--- src/rtl/tsd_pkg.sv ---
package tsd_pkg;

    localparam int TSD_NUM_BINS = 4;
    localparam int TSD_BIN_W    = 2;
    localparam int TSD_SIGNS    = 2;
    localparam int TSD_CODES    = TSD_NUM_BINS * TSD_SIGNS;
    localparam int TSD_CODE_W   = $clog2(TSD_CODES);

    typedef enum logic {
        SIGN_POS = 1'b0,
        SIGN_NEG = 1'b1
    } sign_e;

    typedef logic [TSD_BIN_W-1:0]  bin_t;
    typedef logic [TSD_CODES-1:0]  hits_t;
    typedef logic [TSD_CODE_W-1:0] code_t;

    // Header of one track word
    typedef struct packed {
        logic  found;
        sign_e sign;
        bin_t  bin;
    } trk_hdr_t;

    // Per-cycle slot decisions shared by all sectors
    typedef struct packed {
        logic accept;
        logic first;
        logic last;
    } slot_ctl_t;

    // Map position of a track inside a sector: bin-major, sign-minor
    function automatic code_t hit_code(trk_hdr_t h);
        return {h.bin, h.sign};
    endfunction

    function automatic hits_t hit_mask(trk_hdr_t h);
        hits_t m;
        m = '0;
        if (h.found)
            m[hit_code(h)] = 1'b1;
        return m;
    endfunction

endpackage

--- src/rtl/tsd_slot_ctrl.sv ---
module tsd_slot_ctrl
    import tsd_pkg::*;
#(
    parameter int SLOTS = 6
) (
    input  logic      clk,
    input  logic      rst,
    input  logic      slot_vld,
    input  logic      bx_first,
    output slot_ctl_t ctl
);

    localparam int CNT_W = $clog2(SLOTS + 1);
    typedef logic [CNT_W-1:0] cnt_t;
    localparam cnt_t CNT_IDLE = cnt_t'(SLOTS);
    localparam cnt_t CNT_LAST = cnt_t'(SLOTS - 1);
    localparam cnt_t CNT_ONE  = cnt_t'(1);

    cnt_t cnt;
    cnt_t cnt_nxt;

    always_comb begin
        ctl.first  = slot_vld && bx_first;
        ctl.accept = ctl.first || (slot_vld && (cnt != CNT_IDLE));
        if (ctl.first)
            ctl.last = (SLOTS == 1);
        else
            ctl.last = ctl.accept && (cnt == CNT_LAST);

        cnt_nxt = cnt;
        if (ctl.first)
            cnt_nxt = CNT_ONE;
        else if (ctl.accept)
            cnt_nxt = cnt + CNT_ONE;
    end

    always_ff @(posedge clk) begin
        if (rst)
            cnt <= CNT_IDLE;
        else
            cnt <= cnt_nxt;
    end

    // the slot count never runs past the closed state
    p_cnt_bound_r8: assert property (@(posedge clk) disable iff (rst)
        cnt <= CNT_IDLE);

    // an idle cycle leaves the slot position unchanged
    p_gap_hold_r11: assert property (@(posedge clk) disable iff (rst)
        !slot_vld |=> $stable(cnt));

endmodule

--- src/rtl/tsd_sector_acc.sv ---
module tsd_sector_acc
    import tsd_pkg::*;
#(
    parameter int POS_W = 6
) (
    input  logic             clk,
    input  logic             rst,
    input  logic             take_slot,
    input  logic             clear,
    input  trk_hdr_t         hdr,
    input  logic [POS_W-1:0] pos,
    output hits_t            acc_nxt,
    output logic             fwd_vld,
    output logic             fwd_sign,
    output bin_t             fwd_bin,
    output logic [POS_W-1:0] fwd_pos
);

    hits_t acc;
    hits_t base;
    hits_t add;
    code_t code;
    logic  keep;

    always_comb begin
        code    = hit_code(hdr);
        base    = clear ? '0 : acc;
        add     = take_slot ? hit_mask(hdr) : '0;
        acc_nxt = base | add;
        keep    = take_slot && hdr.found;
    end

    always_ff @(posedge clk) begin
        if (rst) begin
            acc      <= '0;
            fwd_vld  <= 1'b0;
            fwd_sign <= 1'b0;
            fwd_bin  <= '0;
            fwd_pos  <= '0;
        end else begin
            if (take_slot)
                acc <= acc_nxt;
            fwd_vld  <= keep;
            fwd_sign <= keep ? hdr.sign : 1'b0;
            fwd_bin  <= keep ? hdr.bin : '0;
            fwd_pos  <= keep ? pos : '0;
        end
    end

    // an accepted good track leaves its bit set
    p_found_sets_r2: assert property (@(posedge clk) disable iff (rst)
        (take_slot && hdr.found) |=> acc[$past(code)]);

    // an empty word mid-crossing changes nothing
    p_nofound_r3: assert property (@(posedge clk) disable iff (rst)
        (take_slot && !clear && !hdr.found) |=> (acc == $past(acc)));

    // forwarding only follows an accepted good track
    p_fwd_src_r9: assert property (@(posedge clk) disable iff (rst)
        fwd_vld |-> $past(take_slot && hdr.found));

endmodule

--- src/rtl/tsd_decoder.sv ---
module tsd_decoder
    import tsd_pkg::*;
#(
    parameter int NSEC  = 12,
    parameter int SLOTS = 6,
    parameter int POS_W = 6
) (
    input  logic                        clk,
    input  logic                        rst,
    input  logic                        slot_vld,
    input  logic                        bx_first,
    input  logic [NSEC-1:0]             trk_found,
    input  logic [NSEC-1:0]             trk_sign,
    input  logic [NSEC*TSD_BIN_W-1:0]   trk_bin,
    input  logic [NSEC*POS_W-1:0]       trk_pos,
    output logic [TSD_CODES*NSEC-1:0]   map_out,
    output logic                        map_vld,
    output logic [NSEC-1:0]             fwd_vld,
    output logic [NSEC-1:0]             fwd_sign,
    output logic [NSEC*TSD_BIN_W-1:0]   fwd_bin,
    output logic [NSEC*POS_W-1:0]       fwd_pos
);

    localparam int MAP_W = TSD_CODES * NSEC;

    slot_ctl_t        ctl;
    hits_t            sec_nxt [NSEC];
    logic [MAP_W-1:0] map_nxt;

    tsd_slot_ctrl #(.SLOTS(SLOTS)) u_slot (
        .clk      (clk),
        .rst      (rst),
        .slot_vld (slot_vld),
        .bx_first (bx_first),
        .ctl      (ctl)
    );

    for (genvar s = 0; s < NSEC; s++) begin : g_sec
        trk_hdr_t hdr;
        bin_t     f_bin;

        always_comb begin
            hdr.found = trk_found[s];
            hdr.sign  = sign_e'(trk_sign[s]);
            hdr.bin   = trk_bin[s*TSD_BIN_W +: TSD_BIN_W];
        end

        tsd_sector_acc #(.POS_W(POS_W)) u_acc (
            .clk       (clk),
            .rst       (rst),
            .take_slot (ctl.accept),
            .clear     (ctl.first),
            .hdr       (hdr),
            .pos       (trk_pos[s*POS_W +: POS_W]),
            .acc_nxt   (sec_nxt[s]),
            .fwd_vld   (fwd_vld[s]),
            .fwd_sign  (fwd_sign[s]),
            .fwd_bin   (f_bin),
            .fwd_pos   (fwd_pos[s*POS_W +: POS_W])
        );

        assign fwd_bin[s*TSD_BIN_W +: TSD_BIN_W] = f_bin;

        for (genvar c = 0; c < TSD_CODES; c++) begin : g_code
            assign map_nxt[c*NSEC + s] = sec_nxt[s][c];
        end
    end

    always_ff @(posedge clk) begin
        if (rst) begin
            map_out <= '0;
            map_vld <= 1'b0;
        end else begin
            map_vld <= ctl.last;
            if (ctl.last)
                map_out <= map_nxt;
        end
    end

    // the presented map changes only together with a pulse
    p_hold_r5: assert property (@(posedge clk) disable iff (rst)
        !map_vld |-> $stable(map_out));

    if (SLOTS > 1) begin : g_pulse_chk
        // a completion pulse is never two cycles long
        p_pulse_r5: assert property (@(posedge clk) disable iff (rst)
            map_vld |=> !map_vld);
    end

endmodule

--- config.mk ---
export PLATFORM = sky130hd
export DESIGN_NAME = tsd_decoder
export DESIGN_NICKNAME = d
export VERILOG_FILES = /design/src/rtl/tsd_pkg.sv /design/src/rtl/tsd_slot_ctrl.sv /design/src/rtl/tsd_sector_acc.sv /design/src/rtl/tsd_decoder.sv
export SDC_FILE = /design/constraint.sdc
export NUM_CORES = 1
export LEC_CHECK = 0
export ABC_AREA = 1
export BUFFER_PORTS_ARGS = -buffer_cell sky130_fd_sc_hd__buf_2
export CORE_ASPECT_RATIO = 1.75
export CORE_MARGIN = 4
export CORE_UTILIZATION = 55
export CTS_BUF_LIST = sky130_fd_sc_hd__clkbuf_2
export DETAILED_ROUTE_END_ITERATION = 12
export GPL_TIMING_DRIVEN = 0
export HOLD_SLACK_MARGIN = 0.05
export PLACE_DENSITY = 0.83
export RECOVER_POWER = 25
export SETUP_SLACK_MARGIN = 0.1
export SLEW_MARGIN = 20
export SYNTH_ARGS = -nofsm -noshare
export SYNTH_HDL_FRONTEND = slang
export SYNTH_SLANG_ARGS = --single-unit
--- constraint.sdc ---
create_clock -name clk -period 3.6 [get_ports clk]
set_input_delay 1.08 -clock clk [delete_from_list [all_inputs] [get_ports clk]]
set_output_delay 1.08 -clock clk [all_outputs]
set_load 0.005 [all_outputs]
* Yosys cells after proc, flatten, opt, wreduce, memory -nomap -nowiden
Cells that the tools add are included.
** Cells by class
- Add/sub/neg operators :: 1
- Magnitude comparators :: 24
- Equality and inequality tests :: 2
- Mux-type cells :: 63
- Bitwise gates (word level) :: 24
- Reduce and logical (&&, ||, !) cells :: 41
** Operators with widths (count)
- $mux W8 :: 36
- $or A8 B8 Y8 :: 12
- $lt A3 B4 Y1 const B :: 12
- $demux W1 S3 :: 12
- $ge A3 B1 Y1 const B :: 12
- $logic_and A1 B1 Y1 :: 27
- $reduce_or A2 Y1 :: 12
- $mux W1 :: 13
- $not A1 Y1 :: 12
- $mux W3 :: 2
- $add A3 B1 Y3 const B :: 1
- $eq A3 B3 Y1 const B :: 1
- $ne A3 B3 Y1 const B :: 1
- $reduce_bool A2 Y1 :: 1
- $logic_or A1 B1 Y1 :: 1
** Storage, ports and cells
- Register bits :: 316
- Bits of input ports :: 124
- Output and inout port bits :: 217
- Logic and storage cells :: 218

* Logic depth before layout (Yosys ltp)
- Word-level depth :: 7
- Depth in mapped cells :: 11
- Depth with buffers taken out :: 9

* Modules after synthesis
A second synthesis with hierarchy kept.
** Second synthesis, totals
- Cells, all modules :: 2027
- Area total of the unflattened synthesis :: 13497.9 µm²
** By module, submodules not included
- tsd_sector_acc :: instances 12, cells an instance 115, area each 779.5 µm², seq. area each 360.3 µm²
- tsd_decoder :: instances 1, cells an instance 611, area each 3910.0 µm², seq. area each 1941.9 µm²
- tsd_slot_ctrl :: instances 1, cells an instance 36, area each 234.0 µm², seq. area each 60.1 µm²

* Worst setup path before layout
OpenSTA, ideal clock, no wires.
- Path type :: input to register
- From :: input slot_vld
- To :: register map_out[14]
- Setup time :: 112 ps
- Arrival :: 1874 ps
- Data required time :: 3488 ps
- Slack :: 1614 ps
- Stages on the path :: 8
- Path buffers :: 2
- Cell sequence :: nand2_2 -> nand2_2 -> buf_2 -> buf_4 -> nand2_1 -> nand2_1 -> nor2_1 -> nor2_1
** On the way
- Word-level cells in the longest chain between the ends :: 4
- Elaborated cells on any way between the ends :: 8
** RTL lines
- start, declared :: RTL line tsd_decoder.sv:10 : input logic slot_vld,
- $logic_and A1 B1 Y1, on equally long branches :: RTL line tsd_slot_ctrl.sv:23, tsd_slot_ctrl.sv:24
- $logic_or A1 B1 Y1 :: RTL line tsd_slot_ctrl.sv:24 : ctl.accept = ctl.first || (slot_vld && (cnt != CNT_IDLE));
- $mux W8 / $logic_and A1 B1 Y1 (equally long branches) :: RTL line tsd_sector_acc.sv:28, tsd_slot_ctrl.sv:28
- $or A8 B8 Y8 / $mux W1 (equally long branches) :: RTL line tsd_sector_acc.sv:29, tsd_slot_ctrl.sv:25
- end signal, assigned :: RTL line tsd_decoder.sv:76 : map_out <= map_nxt;
- end, declared :: RTL line tsd_decoder.sv:16 : output logic [TSD_CODES*NSEC-1:0] map_out,
Parallel ways exist; a longest one is shown, timed or not.
A chain may end at the register's enable or synchronous reset.

* Worst setup path after layout
- From :: register u_slot.cnt[0]
- To :: register g_sec[1].u_acc.fwd_pos[5]
** On the way
- Word-level cells in the longest chain between the ends :: 6
** RTL lines
- start, declared :: RTL line tsd_slot_ctrl.sv:19 : cnt_t cnt;
- start signal, assigned :: RTL line tsd_slot_ctrl.sv:41 : cnt <= cnt_nxt;
- $ne A3 B3 Y1 :: RTL line tsd_slot_ctrl.sv:24
- $logic_and A1 B1 Y1 :: RTL line tsd_slot_ctrl.sv:24
- $logic_or A1 B1 Y1 :: RTL line tsd_slot_ctrl.sv:24
- $logic_and A1 B1 Y1 :: RTL line tsd_sector_acc.sv:30 : keep = take_slot && hdr.found;
- $not A1 Y1 (no line)
- $reduce_or A2 Y1 (no line)
- end signal, assigned :: RTL line tsd_sector_acc.sv:46 : fwd_pos <= keep ? pos : '0;
- end, declared :: RTL line tsd_sector_acc.sv:16 : output logic [POS_W-1:0] fwd_pos
No other way between the ends.

==> results by stage <==
Outcome:
- The flow ran to the end, and the final reports show no timing, DRC or antenna violations.

Die:
- The die covers 0.0241 sq mm.
- The horizontal extent of the die is 119 um.
- The region available for standard cell placement spans 0.0211 sq mm.
- The number of primary I/O pins is 341.
- For this configuration, the core starts out at a cell density of 56.3%.
- The site row count is 70.
- The floorplan step set the die height to 203 um.

Drt:
- Once detail routing completed, the nets flagged for antenna violations numbered 0.
- The routed layout has 11,521 vias.
- The detail-routed net length per standard cell is 14.4 um.
- The first routing iteration left 697 violations.
- The routed wire length is 35,200 um.
- The via count normalized by instance count is 4.71.
- The first detailed-routing pass ran for 5 iterations.
- After detailed routing, the number of remaining DRC violations is 0.

Clock network:
- The deepest level of the CTS H-tree is 3.
- The number of hold buffers added after CTS is 0.
- Clock tree synthesis inserted a total of 70 buffers.
- TritonCTS built the clock tree.
- The deepest clock path buffer count is 3.
- The count of clock tree sinks is 316.
- The post-CTS setup repair buffer count is 0.
- The later pin in the worst-skew pair is clocked with a latency of 880 ps.
- After clock tree synthesis, the repair step resized 0 gates.
- The root buffer cell is sky130_fd_sc_hd__clkbuf_2.
- The clock transition at the registers of the reported paths is 110 ps.

Logic synthesis:
- The synthesized-area fraction occupied by adder cells is 0.316%.
- After Yosys synthesis, and, or, nand and nor cells account for 31.0% of the synthesized area.
- The portion of synthesized cell area occupied by the leading cell type is 53.2%.
- By area the synthesized netlist is led by sky130_fd_sc_hd__dfxtp_1 53%, sky130_fd_sc_hd__nand2_1 18%, sky130_fd_sc_hd__nor2_1 13%, sky130_fd_sc_hd__inv_1 6.9%, sky130_fd_sc_hd__a21oi_1 4.1%.
- The summed instance area of the synthesized netlist is 0.0119 sq mm.
- In this run the mean area of a mapped cell was 6.97 sq um.
- sky130_fd_sc_hd__dfxtp_1 takes more of the synthesized area than any other cell.
- The post-synthesis sequential element count is 316.
- The largest family of logic cells by synthesized area is simple AND/OR/NAND/NOR gates.
- The complex-gate fraction of the synthesized area is 4.21%.
- The post-synthesis cell count is 1,705.
- After synthesis, the netlist uses 16 different library cells.
- The number of nets produced by synthesis is 1,832.
- The total number of yosys warnings is 0.
- The post-synthesis sequential area ratio is 53.2%.
- Of the post-synthesis cell area, the part taken by muxes is 0%.
- The synthesized netlist devotes 0.0737% of its cell area to XOR and XNOR gates.

STA:
- The top achievable clock speed is 0.389 GHz.
- The final critical path time including I/O delays and setup is 2570 ps.
- Setup repair after global routing left no endpoint under its margin.
- The number of hold violations in the final report is 0.
- The number of slew-limit violations in the final report was 0.
- The ratio of final minimum period to clock period is 71.4%.
- In the post-route analysis, the smallest setup slack over all paths is 1030 ps.
- At the pin with the least slew margin, the transition time is 1020 ps.
- Final hold analysis gives a worst-case slack of 407 ps.
- The total setup violations reported at the end of the flow is 0.
- The clock tree skew after final layout is 65.5 ps.
- In this run the tightest slew margin relative to its limit is 32.2%.
- The sum of negative setup slack is 0 ps.

Global route:
- The via count of the first global-routing pass is 11,115.
- The first-pass GRT wire length is 54,300 um.
- Entering global routing, the biggest net connects 11 pins.
- The overall overflow remaining after global route is 0.
- Global routing used 28.6% of the available tracks across all layers.
- The initial antenna violation count is 1.

Setup path:
- The critical path launch point is u_slot.cnt[0].
- In this design, the critical path's most frequently occurring cell is sky130_fd_sc_hd__nand2_1.
- STA puts the critical path data arrival time at 3330 ps.
- The peak per-stage delay on the critical path is 450 ps.
- Traced cell by cell, the critical path runs through inv_1, ha_1, nand2_1, nand2_1, nand2_1, inv_2, nor2_1, buf_4, nand2_2, nor2_1.
- In this run the critical register-to-register path is captured at g_sec[1].u_acc.fwd_pos[5].
- The capturing instance or port of the critical path is g_sec[1].u_acc.fwd_pos[5].
- Among all stages on the critical path, the largest delay is contributed by sky130_fd_sc_hd__nand2_1.
- The length in cells of the worst reg-to-reg path is 10.
- The start of the worst register-to-register path is u_slot.cnt[0].
- The maximum fanout along the worst path is 10.
- STA classifies the critical path endpoint as a register.
- The worst setup path is of the reg -> reg kind.
- STA classifies the critical path startpoint as a register.
- The setup slack of the worst register-to-register path is 1030 ps.
- The required arrival time at the worst endpoint is 4360 ps.

Power:
- Dividing total power by cell area gives a power density of 440 mW/mm^2.
- The clock network accounts for 32.3% of the total power.
- The internal power is 4.58 mW.
- Across the VDD grid, the largest voltage drop is 0.303 mV.
- The share of total power in combinational logic is 10.6%.
- Registers are responsible for 57.1% of the overall power.
- The analysis attributes to net switching a power of 1.79 mW.
- The leakage power of the design is 8.51 nW.
- Of the total power, the share spent switching nets is 28.0%.

Placement:
- After detailed placement, the total cell area comes to 0.0140 sq mm.
- OpenSTA, run right after detailed placement, puts the worst setup slack at 768 ps.
- Buffers placed on the I/O ports in this run total 340.
- The sum of net half-perimeters after detailed placement is 25,400 um.
- The weighted congestion reported at the end of routability-driven placement is 0.852.

Min path:
- The tightest min-delay check is of the in -> reg type.

Cells and area:
- The number of fill cells is 1,906.
- The area growth from synthesis to final layout is 21.8%.
- The fraction of final layout cells with drive strength greater than 1 is 23.6%.
- The cell area after layout is 0.0145 sq mm.
- For this run, the post-layout net count is 2,244.
- Across the whole layout, storage elements account for 0.00633 sq mm.
- Summing all multi-input logic gate instances after layout gives 0.00423 sq mm.

Flow run:
- The number of maximum-capacitance constraint violations is 0.
kinds of logic (layout without fill, tap and decap cells):
| kind of cell | Yosys count | count (layout) |
|---|---|---|
| other cells | 0 | 1 |
| flops | 316 | 316 |
| compound gates | 100 | 100 |
| simple gates | 974 | 974 |
| xor+xnor | 1 | 1 |
| fa+ha+maj | 3 | 3 |
| buf+inv | 311 | 764 |
flip-flops by register name (all words and copies together), names as in the netlist:
name                  count
u_slot.cnt                3
g_sec.u_acc.fwd_pos      72
g_sec.u_acc.fwd_vld      12
map_vld                   1
g_sec.u_acc.acc          96
g_sec.u_acc.fwd_sign     12
g_sec.u_acc.fwd_bin      24
map_out                  96
how the worst min path moves through the flow:
stage                           startpoint                   endpoint  slack [ps]  cells after the start
CTS                            trk_pos[12]  g_sec[2].u_acc.fwd_pos[0]         370                      3
finish                         trk_pos[12]  g_sec[2].u_acc.fwd_pos[0]         410                      3
global route                   trk_pos[17]  g_sec[2].u_acc.fwd_pos[5]         380                      3
floorplan            g_sec[0].u_acc.acc[0]      g_sec[0].u_acc.acc[0]         450                      2
global placement    g_sec[10].u_acc.acc[6]     g_sec[10].u_acc.acc[6]         460                      2
detailed placement   g_sec[4].u_acc.acc[2]      g_sec[4].u_acc.acc[2]         460                      2
cells in the final DEF, fill, tap and decap left out:
cell type / Yosys / routed
sky130_fd_sc_hd__nand2_2: 12 / 11
sky130_fd_sc_hd__buf_1: 7 / 7
sky130_fd_sc_hd__clkinv_1: 0 / 10
sky130_fd_sc_hd__clkbuf_2: 0 / 103
sky130_fd_sc_hd__nand3_1: 2 / 2
sky130_fd_sc_hd__inv_2: 3 / 3
sky130_fd_sc_hd__diode_2: 0 / 1
sky130_fd_sc_hd__xor2_1: 1 / 1
sky130_fd_sc_hd__clkbuf_1: 19 / 29
sky130_fd_sc_hd__nand2_1: 560 / 561
sky130_fd_sc_hd__buf_2: 29 / 360
sky130_fd_sc_hd__o21ai_0: 2 / 2
sky130_fd_sc_hd__buf_4: 33 / 32
sky130_fd_sc_hd__inv_1: 220 / 220
sky130_fd_sc_hd__dfxtp_1: 316 / 316
sky130_fd_sc_hd__ha_1: 3 / 3
sky130_fd_sc_hd__nor2_1: 399 / 400
sky130_fd_sc_hd__a21oi_1: 98 / 98
per-stage QoR:
stage               power, mW  instances  util (%)
finish                   6.37       2447      68.6
global route             6.69       2447      68.6
CTS                      6.42       2446      68.7
detailed placement       4.39       2333      66.1
global placement         4.37       2333      66.1
floorplan                4.09       1705         -
final cells by class:
cell class	instances	share of cell area (%)
clock inverter	10	0.259
sequential	316	43.7
buffer	88	3.28
timing repair buffer	340	11.7
multi-input combinational	1078	29.2
tap	288	2.49
antenna	1	0.0173
clock buffer	103	3.56
inverter	223	5.78
power groups by stage:
stage / clock network, mW / logic [mW] / registers (mW)
floorplan: 0 / 0.367 / 3.72
global placement: 0 / 0.658 / 3.71
detailed placement: 0 / 0.674 / 3.72
CTS: 2.11 / 0.678 / 3.64
global route: 2.28 / 0.752 / 3.65
finish: 2.06 / 0.673 / 3.64
cell usage after synthesis:
cell type and n:
sky130_fd_sc_hd__nand2_1 560, sky130_fd_sc_hd__nor2_1 399, sky130_fd_sc_hd__dfxtp_1 316, sky130_fd_sc_hd__inv_1 220, sky130_fd_sc_hd__a21oi_1 98, sky130_fd_sc_hd__buf_4 33, sky130_fd_sc_hd__buf_2 29, sky130_fd_sc_hd__clkbuf_1 19
sky130_fd_sc_hd__nand2_2 12, sky130_fd_sc_hd__buf_1 7, sky130_fd_sc_hd__ha_1 3, sky130_fd_sc_hd__inv_2 3, sky130_fd_sc_hd__nand3_1 2, sky130_fd_sc_hd__o21ai_0 2, sky130_fd_sc_hd__nor2_2 1, sky130_fd_sc_hd__xor2_1 1
routing by layer:
metal | routed length, um | track usage (%) | vias to the layer above
li1 | - | - | 5814
met1 | 12300 | 28.7 | 5129
met2 | 18200 | 52.4 | 473
met4 | 1910 | 17.2 | 0
met3 | 2740 | 6.97 | 105
met5 | 0 | 0 | -
critical path, delay by kind of cell, from the launching register on:
family	cells	cell delay (ps)
fa+ha+maj	1	190
buf+inv	3	540
flops	1	420
simple gates	6	1290
Note: power is estimated with default switching activity, not from simulation.
